### src/rtl/cfgrx_pkg.sv
package cfgrx_pkg;
   typedef enum logic [1:0] {
      RX_IDLE  = 2'd0,
      RX_SHIFT = 2'd1,
      RX_ACK   = 2'd2,
      RX_HOLD  = 2'd3
   } rx_state_e;

   localparam int unsigned BYTE_W = 8;
endpackage

### src/rtl/cfgrx_sync.sv
module cfgrx_sync #(
   parameter int unsigned STAGES = 2
) (
   input  logic clk,
   input  logic rst_n,
   input  logic scl_i,
   input  logic sda_i,
   output logic sda_q,
   output logic scl_rise,
   output logic scl_fall,
   output logic start_det,
   output logic stop_det
);
   localparam int unsigned LINES = 2;

   generate
      if (STAGES < 2) begin : g_bad_stages
         $error("cfgrx_sync: STAGES must be at least 2");
      end
   endgenerate

   logic [STAGES-1:0][LINES-1:0] pipe;
   logic [LINES-1:0]             prev;
   logic [LINES-1:0]             cur;

   always_ff @(posedge clk or negedge rst_n) begin
      if (!rst_n) begin
         pipe <= '1;
         prev <= '1;
      end else begin
         pipe <= {pipe[STAGES-2:0], {scl_i, sda_i}};
         prev <= pipe[STAGES-1];
      end
   end

   assign cur       = pipe[STAGES-1];
   assign sda_q     = cur[0];
   assign scl_rise  =  cur[1] && !prev[1];
   assign scl_fall  = !cur[1] &&  prev[1];
   assign start_det =  cur[1] &&  prev[1] &&  prev[0] && !cur[0];
   assign stop_det  =  cur[1] &&  prev[1] && !prev[0] &&  cur[0];
endmodule

### src/rtl/cfgrx_frame.sv
module cfgrx_frame
   import cfgrx_pkg::*;
#(
   parameter logic [7:0]  DEV_ADDR    = 8'hD2,
   parameter int unsigned FRAME_BYTES = 10,
   parameter int unsigned HDR_BYTES   = 3,
   parameter int unsigned REG_BYTES   = 3,
   localparam int unsigned CNTW = $clog2(FRAME_BYTES + 1),
   localparam int unsigned IDXW = (REG_BYTES > 1) ? $clog2(REG_BYTES) : 1
) (
   input  logic               clk,
   input  logic               rst_n,
   input  logic               sda_q,
   input  logic               scl_rise,
   input  logic               scl_fall,
   input  logic               start_det,
   input  logic               stop_det,
   output logic               sda_pull,
   output logic               wr_en,
   output logic [IDXW-1:0]    wr_idx,
   output logic [BYTE_W-1:0]  wr_data
);
   generate
      if (HDR_BYTES + REG_BYTES > FRAME_BYTES) begin : g_bad_frame
         $error("cfgrx_frame: register bytes do not fit in the frame");
      end
      if (IDXW > CNTW) begin : g_bad_idx
         $error("cfgrx_frame: index wider than byte counter");
      end
   endgenerate

   rx_state_e         state;
   logic [3:0]        bit_cnt;
   logic [CNTW-1:0]   byte_cnt;
   logic [BYTE_W-1:0] shreg;
   logic              in_regs;

   always_ff @(posedge clk or negedge rst_n) begin
      if (!rst_n) begin
         state    <= RX_IDLE;
         bit_cnt  <= '0;
         byte_cnt <= '0;
         shreg    <= '0;
         sda_pull <= 1'b0;
      end else if (start_det) begin
         state    <= RX_SHIFT;
         bit_cnt  <= '0;
         byte_cnt <= '0;
         sda_pull <= 1'b0;
      end else if (stop_det) begin
         state    <= RX_IDLE;
         sda_pull <= 1'b0;
      end else begin
         case (state)
            RX_SHIFT: begin
               if (scl_rise && bit_cnt < 4'd8) begin
                  shreg   <= {shreg[BYTE_W-2:0], sda_q};
                  bit_cnt <= bit_cnt + 4'd1;
               end else if (scl_fall && bit_cnt == 4'd8) begin
                  if (byte_cnt == '0 && shreg != DEV_ADDR) begin
                     state <= RX_HOLD;
                  end else begin
                     sda_pull <= 1'b1;
                     state    <= RX_ACK;
                  end
               end
            end
            RX_ACK: begin
               if (scl_fall) begin
                  sda_pull <= 1'b0;
                  bit_cnt  <= '0;
                  byte_cnt <= byte_cnt + CNTW'(1);
                  state    <= (byte_cnt == CNTW'(FRAME_BYTES - 1)) ? RX_HOLD : RX_SHIFT;
               end
            end
            default: ;
         endcase
      end
   end

   assign in_regs = (byte_cnt >= CNTW'(HDR_BYTES)) &&
                    (byte_cnt <  CNTW'(HDR_BYTES + REG_BYTES));
   assign wr_en   = (state == RX_ACK) && scl_fall && !start_det && !stop_det && in_regs;
   assign wr_idx  = IDXW'(byte_cnt - CNTW'(HDR_BYTES));
   assign wr_data = shreg;


   ack_rise_chk: assert property (@(posedge clk) disable iff (!rst_n)
      $rose(sda_pull) |-> $past(scl_fall));


   ack_release_chk: assert property (@(posedge clk) disable iff (!rst_n)
      $fell(sda_pull) |-> $past(scl_fall || start_det || stop_det));


   bit_range_chk: assert property (@(posedge clk) disable iff (!rst_n)
      bit_cnt <= 4'd8);


   wr_idx_chk: assert property (@(posedge clk) disable iff (!rst_n)
      wr_en |-> (int'(wr_idx) < REG_BYTES));
endmodule

### src/rtl/cfgrx_enreg.sv
module cfgrx_enreg #(
   parameter int unsigned REG_BYTES = 3,
   parameter int unsigned N_OUT     = 13,
   localparam int unsigned IDXW = (REG_BYTES > 1) ? $clog2(REG_BYTES) : 1,
   localparam int unsigned REGW = REG_BYTES * 8
) (
   input  logic             clk,
   input  logic             rst_n,
   input  logic             wr_en,
   input  logic [IDXW-1:0]  wr_idx,
   input  logic [7:0]       wr_data,
   output logic [N_OUT-1:0] en_o
);
   function automatic logic [REGW-1:0] reset_image();
      logic [REGW-1:0] r;
      for (int i = 0; i < REGW; i++) r[i] = (i < N_OUT);
      return r;
   endfunction

   localparam logic [REGW-1:0] RST_VAL = reset_image();

   generate
      if (N_OUT > REGW) begin : g_bad_width
         $error("cfgrx_enreg: more outputs than register bits");
      end
   endgenerate

   logic [REGW-1:0] q;

   always_ff @(posedge clk or negedge rst_n) begin
      if (!rst_n) q <= RST_VAL;
      else if (wr_en) q[int'(wr_idx)*8 +: 8] <= wr_data;
   end

   generate
      for (genvar i = 0; i < N_OUT; i++) begin : g_map
         assign en_o[i] = q[i];
      end
   endgenerate
endmodule

### src/rtl/cfg_slave_rx.sv
module cfg_slave_rx #(
   parameter logic [7:0]  DEV_ADDR    = 8'hD2,
   parameter int unsigned SYNC_STAGES = 2,
   parameter int unsigned FRAME_BYTES = 10,
   parameter int unsigned HDR_BYTES   = 3,
   parameter int unsigned REG_BYTES   = 3,
   parameter int unsigned N_OUT       = 13
) (
   input  logic             clk,
   input  logic             rst_n,
   input  logic             scl_i,
   input  logic             sda_i,
   output logic             sda_pull_o,
   output logic [N_OUT-1:0] clk_en_o
);
   localparam int unsigned IDXW = (REG_BYTES > 1) ? $clog2(REG_BYTES) : 1;

   logic            sda_q, scl_rise, scl_fall, start_det, stop_det;
   logic            wr_en;
   logic [IDXW-1:0] wr_idx;
   logic [7:0]      wr_data;

   cfgrx_sync #(.STAGES(SYNC_STAGES)) i_sync (
      .clk(clk), .rst_n(rst_n), .scl_i(scl_i), .sda_i(sda_i),
      .sda_q(sda_q), .scl_rise(scl_rise), .scl_fall(scl_fall),
      .start_det(start_det), .stop_det(stop_det)
   );

   cfgrx_frame #(
      .DEV_ADDR(DEV_ADDR), .FRAME_BYTES(FRAME_BYTES),
      .HDR_BYTES(HDR_BYTES), .REG_BYTES(REG_BYTES)
   ) i_frame (
      .clk(clk), .rst_n(rst_n), .sda_q(sda_q), .scl_rise(scl_rise),
      .scl_fall(scl_fall), .start_det(start_det), .stop_det(stop_det),
      .sda_pull(sda_pull_o), .wr_en(wr_en), .wr_idx(wr_idx), .wr_data(wr_data)
   );

   cfgrx_enreg #(.REG_BYTES(REG_BYTES), .N_OUT(N_OUT)) i_enreg (
      .clk(clk), .rst_n(rst_n), .wr_en(wr_en), .wr_idx(wr_idx),
      .wr_data(wr_data), .en_o(clk_en_o)
   );


   en_on_scl_fall_chk: assert property (@(posedge clk) disable iff (!rst_n)
      !$stable(clk_en_o) |-> $past(scl_fall));


   pull_scl_low_chk: assert property (@(posedge clk) disable iff (!rst_n)
      $changed(sda_pull_o) |-> !$past(scl_rise));
endmodule

### config.mk
export PLATFORM = sky130hd
export DESIGN_NAME = cfg_slave_rx
export DESIGN_NICKNAME = d
export VERILOG_FILES = /design/src/rtl/cfgrx_pkg.sv /design/src/rtl/cfgrx_sync.sv /design/src/rtl/cfgrx_frame.sv /design/src/rtl/cfgrx_enreg.sv /design/src/rtl/cfg_slave_rx.sv
export SDC_FILE = /design/constraint.sdc
export NUM_CORES = 1
export LEC_CHECK = 0
export ABC_AREA = 1
export BUFFER_PORTS_ARGS = -buffer_cell sky130_fd_sc_hd__buf_2
export CAP_MARGIN = 20
export CORE_ASPECT_RATIO = 0.75
export CORE_MARGIN = 4
export CORE_UTILIZATION = 30
export DETAILED_ROUTE_END_ITERATION = 10
export MAX_ROUTING_LAYER = met4
export PLACE_DENSITY = 0.44
export SLEW_MARGIN = 10
export SYNTH_ARGS = -nofsm -noshare
export SYNTH_HDL_FRONTEND = slang
export SYNTH_SLANG_ARGS = --single-unit
### constraint.sdc
create_clock -name clk -period 3.1 [get_ports clk]
set_input_delay 0.155 -clock clk [delete_from_list [all_inputs] [get_ports clk]]
set_output_delay 0.155 -clock clk [all_outputs]
set_load 0.05 [all_outputs]
Yosys cells after proc, flatten, opt, wreduce, memory -nomap -nowiden
Index checks and enable logic that the tools add are counted.
{"block": "totals", "out_inout_bits": 14, "in_bits": 4, "elab_cells": 88, "regBits": 49}
{"block": "op_classes", "bitwise": 2, "reduce_logical": 31, "n_addsub": 4, "muxes": 25, "n_eq_ne": 12, "shift": 2, "n_lt_le_gt_ge": 3}
{"operator": "negator 5 -> 33 bit", "n": 1}
{"operator": "variable shift 8 x 33 -> 24 bit, first input constant", "n": 1}
{"operator": "variable part select 8 x 33 -> 24 bit", "n": 1}
{"operator": "two-way mux 4 bit", "n": 8}
{"operator": "bitwise mux 24 bit", "n": 1}
{"operator": "logical AND 1 bit", "n": 15}
{"operator": "two-way mux 2 bit", "n": 6}
{"operator": "AND reduction 4 bit", "n": 3}
{"operator": "adder 4 x 1 -> 4 bit, second input constant", "n": 2}
{"operator": "equality test 4 bit, second input constant", "n": 2}
{"operator": "!= test 4 x 1 -> 1 bit, second input constant", "n": 2}
{"operator": "!= test 4 x 2 -> 1 bit, second input constant", "n": 2}
{"operator": "!= test 8 bit, second input constant", "n": 1}
{"operator": "case mux 4 bit (2 select lines)", "n": 1}
{"operator": "two-way mux 1 bit", "n": 7}
{"operator": "logical NOT 1 bit", "n": 6}
{"operator": "!= test 3 x 1 -> 1 bit, second input constant", "n": 2}
{"operator": "AND reduction 5 bit", "n": 1}
{"operator": "greater-or-equal comparator 4 x 2 -> 1 bit, second input constant", "n": 1}
{"operator": "logical NOT 4 bit", "n": 1}
{"operator": "less-than comparator 4 x 3 -> 1 bit, second input constant", "n": 1}
{"operator": "less-than comparator 4 bit, second input constant", "n": 1}
{"operator": "case mux 2 bit (2 select lines)", "n": 1}
{"operator": "nonzero test 2 bit", "n": 2}
{"operator": "9 further kinds", "n": 10}

Logic depth before layout (Yosys ltp)
{"block": "depth", "depth_word": 8, "mapped_depth": 9, "ltp_nobuf": 9}

By module
A second synthesis with hierarchy kept.
{"block": "hier_totals", "cells_unflattened": 249, "area_unflattened_um2": 2003.2}
{"module": "cfgrx_frame", "area_each_um2": 1109.8, "cells_each": 141, "seq_area_each_um2": 475.5, "n_inst": 1}
{"module": "cfgrx_enreg", "area_each_um2": 694.4, "cells_each": 91, "seq_area_each_um2": 341.6, "n_inst": 1}
{"module": "cfgrx_sync", "area_each_um2": 198.9, "cells_each": 17, "seq_area_each_um2": 157.7, "n_inst": 1}

Worst setup path before layout
No wires, ideal clock.
{"block": "synth_path", "path_kind": "register -> register", "startpoint": "register i_frame.state[0]", "endpoint": "register i_enreg.q[6]", "stages_incl_launch_ff": 10, "t_required_ps": 3024, "synth_period_minus_slack_ps": 1525, "setup_slack_ps": 1575, "setup_time_ps": 76, "path_buffers": 1, "arrival_ps": 1450, "path_cell_list": "dfrtp_1 inv_1 ha_1 inv_2 nor2_2 nor3b_2 nand2_2 buf_6 nand2_2 o21ai_2"}
{"block": "synth_between", "elab_chain_cells": 5}
{"item": "start, declared", "line": "cfgrx_frame.sv:32", "text": "rx_state_e state;"}
{"item": "start signal, assigned", "line": "cfgrx_frame.sv:73", "text": "state <= (byte_cnt == CNTW'(FRAME_BYTES - 1)) ? RX_HOLD : RX_SHIFT;"}
{"item": "equality test 2 bit", "line": "cfgrx_frame.sv:83", "text": "assign wr_en = (state == RX_ACK) && scl_fall && !start_det && !stop_det && in_regs;"}
{"item": "logical AND 1 bit (4 in a row)", "line": "cfgrx_frame.sv:83"}
{"item": "end signal, assigned by index", "line": "cfgrx_enreg.sv:32", "text": "else if (wr_en) q[int'(wr_idx)*8 +: 8] <= wr_data;"}
{"item": "end, declared", "line": "cfgrx_enreg.sv:28", "text": "logic [REGW-1:0] q;"}
No other way between the ends.
A chain may end at the register's enable or synchronous reset.

Final worst setup path
{"block": "layout_path", "startpoint": "register i_frame.state[0]", "endpoint": "register i_enreg.q[5]"}
Same word-level chain as after synthesis.

==> flow_metrics.py <==
metrics = {
    "power_and_ir_drop": {
        "irDropWorstVdd_v": 0.000246,
        "power.leakage_nw": 1.00,
        "power_density_nw_per_um2": 838,
    },
    "synthesis": {
        "ys.warnings.count": 0,
        "yosysTopAreaCellShare_pct": 26.3,
        "synth.area.top_cells": "dfstp_2 (26%), dfrtp_1 (25%), nand2_1 (13%), ha_1 (5.3%), o21ai_0 (5.3%)",
        "synth-seq-cells": 38,
        "synth_edf_count": 0,
        "yosysMostFrequentCell": "nand2_1",
        "synth.avg_cell_area_um2": 8.51,
        "synth.top_cells.by_count": "nand2_1 (64), nor2_1 (22), o21ai_0 (20)",
        "syn_inst": 223,
        "yosysSeqAreaShare_pct": 51.4,
        "async_reset_ff_share_pct": 100,
        "syn_area_um2": 1900,
        "synth_flop_cell": "dfstp_2",
        "synth_top_area_cell": "dfstp_2",
        "synth_fp_nets": 235,
        "synth_cell_types": 22,
    },
    "placed_design": {
        "port_buffers": 17,
        "gp_congestion": 0.736,
        "placed_cell_area_um2": 2060,
        "post-dp-hpwl_mm": 2.86,
    },
    "die": {
        "io_pins": 18,
        "start_util_pct": 31.7,
        "core_um2": 5980,
        "die_h_um": 76.9,
        "die_area_um2": 7670,
        "die_w_um": 99.8,
        "row_count": 24,
    },
    "setup_path": {
        "arrival_ns": 2.07,
        "crit_fanout": 16,
        "r2r-end": "i_enreg.q[5]",
        "critPathSlowestCell": "dfrtp_1",
        "reg2reg_setup_slack_ns": 1.25,
        "crit_chain": "inv_1, ha_1, inv_2, nor2_2, nor3b_2, nand2_2, nand2_1, o21ai_2",
        "critical_path_class": "reg2reg",
        "cp_data_required_time_ns": 3.32,
        "end_kind": "flop",
        "crit_path_end": "i_enreg.q[5]",
        "reg2reg_depth": 8,
        "r2r_start": "i_frame.state[0]",
        "crit_start": "i_frame.state[0]",
        "slowest_delay_ns": 0.39,
        "crit_path_start_kind": "flop",
    },
    "route": {
        "ant_nets": 0,
        "drc": 0,
        "vias": 1443,
        "drt_iter0_markers": 81,
        "routed_wl_mm": 3.92,
        "drt-pass1-iter-count": 4,
        "viasPerCell": 4.43,
        "wl_per_cell_um": 12.0,
    },
    "global_route": {
        "first_global_vias": 1377,
        "antenna_found_initial": 0,
        "globalRoute.busiestLayer": "met1",
        "gr-usage-met3_pct": 3.54,
        "grt_pass1_wl_mm": 6.97,
        "grtUsageTotal_pct": 11.8,
        "grt_max_degree": 39,
        "met1_usage_pct": 18.0,
        "met2_usage_pct": 14.3,
        "grt_overflow": 0,
    },
    "timing": {
        "period_share_pct": 59.7,
        "maxSlewViolCount": 0,
        "skew_ns": 0.00557,
        "hold_viol_final": 0,
        "rsz0062_at_grt": "false",
        "period_needed_ns": 1.85,
        "worstMarginPinSlew_ns": 0.835,
        "slew_headroom_pct": 44.3,
        "setup-tns-final_ns": 0,
        "fmax_mhz": 540,
        "setup_violations": 0,
    },
    "cts": {
        "cts_buffer_depth": 2,
        "cts_buffers": 5,
        "cts_sinks": 38,
        "ctsRootBufferMaster": "clkbuf_8",
        "postCtsSetupRepairBufs": 0,
        "clk_pin_slew_ns": 0.07,
        "cts_tree": "yes",
        "htreeDepth": 2,
        "clk_latency_ns": 0.29,
    },
    "outcome": {
        "run_status": "finished clean",
    },
    "hold_path": {
        "hold_class": "reg2reg",
        "hold_start": "i_sync.pipe[1]",
    },
    "cells_and_area": {
        "syn_to_final_growth_pct": 15.0,
        "antenna-diode-count": 0,
        "fin_nets": 260,
        "final-seq-area_um2": 975,
        "fillerInstances": 644,
        "multi_input_area_um2": 828,
        "layout-drive-gt1-share_pct": 25.8,
        "postLayoutCellArea_um2": 2180,
    },
    "flow_run": {
        "max_cap_viol_count": 0,
    },
}
[where the power goes]
part	leakage, nW	total [W]	internal (W)	switching, W
logic	0.517	0.000734	0.000247	0.000487
clock network	0.0443	0.000340	0.000176	0.000163
registers	0.438	0.000753	0.000635	0.000118
total	1.00	0.00183	0.00106	0.000769
[worst max-delay path: cells and delay by family (launching register included)]
kind                       cells  cell delay (ns)
and+or+nand+nor                4             0.84
DFF                            1             0.39
AOI/OAI and AO/OA              1             0.06
adders and majority gates      1             0.31
buffers and inverters          2             0.16
[per-layer routing]
layer	share of wire [%]	up-vias
met4	1.4	0
met3	5.3	7
met2	38	26
li1	-	764
met5	0	-
met1	55	646
[per-stage QoR]
stage	setup slack, ns	instances	hold WS (ns)	util, %	total power [W]
2_1_floorplan	1.57	223	-0.141	-	0.00132
3_3_place_gp	1.22	316	0.260	34.5	0.00150
3_5_place_dp	1.24	316	0.261	34.5	0.00150
4_1_cts	1.23	326	0.357	36.5	0.00186
5_1_grt	1.06	326	0.363	36.5	0.00202
6_report	1.25	326	0.356	36.5	0.00183
[registers in the layout (all words and copies together) (netlist names)]
signal / cells
i_enreg.q: 13
i_frame.wr_data: 8
i_frame.bit_cnt: 4
i_frame.byte_cnt: 4
i_frame.state: 2
i_sync.cur: 2
i_sync.pipe: 2
i_sync.prev: 2
i_frame.sda_pull: 1
[worst min-delay path by stage]
stage	end	slack, ns	cells past startpoint
finish	i_sync.cur[1]	0.36	0
global route	i_sync.cur[1]	0.36	0
CTS	i_sync.cur[1]	0.36	0
detailed placement	i_sync.pipe[0]	0.26	1
global placement	i_sync.pipe[0]	0.26	1
floorplan	i_frame.bit_cnt[0]	-0.14	0
[cells in the final DEF, fill, tap and decap left out, drive strengths merged, types with 2 or more instances in the layout]
cell type	instances
nand3	13
dfstp	19
nor3	3
o21ai	30
buf	17
ha	8
clkbuf	7
a21oi	7
dlygate4sd3	3
nand2	70
dfrtp	19
or2	2
inv	21
xor2	2
nor2	24
[logic make-up (layout without fill, tap and decap cells)]
logic type	after synthesis	after routing	share of synthesized area (%)
multiplexers	1	1	0.594
buffers and inverters	23	48	4.95
flip-flops	38	38	51.4
AND/OR/NAND/NOR	114	114	25.5
XOR/XNOR	2	2	0.924
adder cells (fa/ha/maj)	8	8	5.28
AO/OA/AOI/OAI	37	37	11.3
[repair_timing]
| item | CTS | global route |
|---|---|---|
| hold endpoints to repair | 17 | 0 |
| resized for setup | 0 | 0 |
| hold buffers | 3 | 0 |
[cell type report]
cell class / instances / share of cell area (%)
timing repair buffer: 20 / 5.28
tap: 78 / 4.48
multi-input combinational: 162 / 38.0
clock buffer: 7 / 3.96
inverter: 21 / 3.61
sequential: 38 / 44.7
Note: power is estimated with default switching activity, not from simulation.
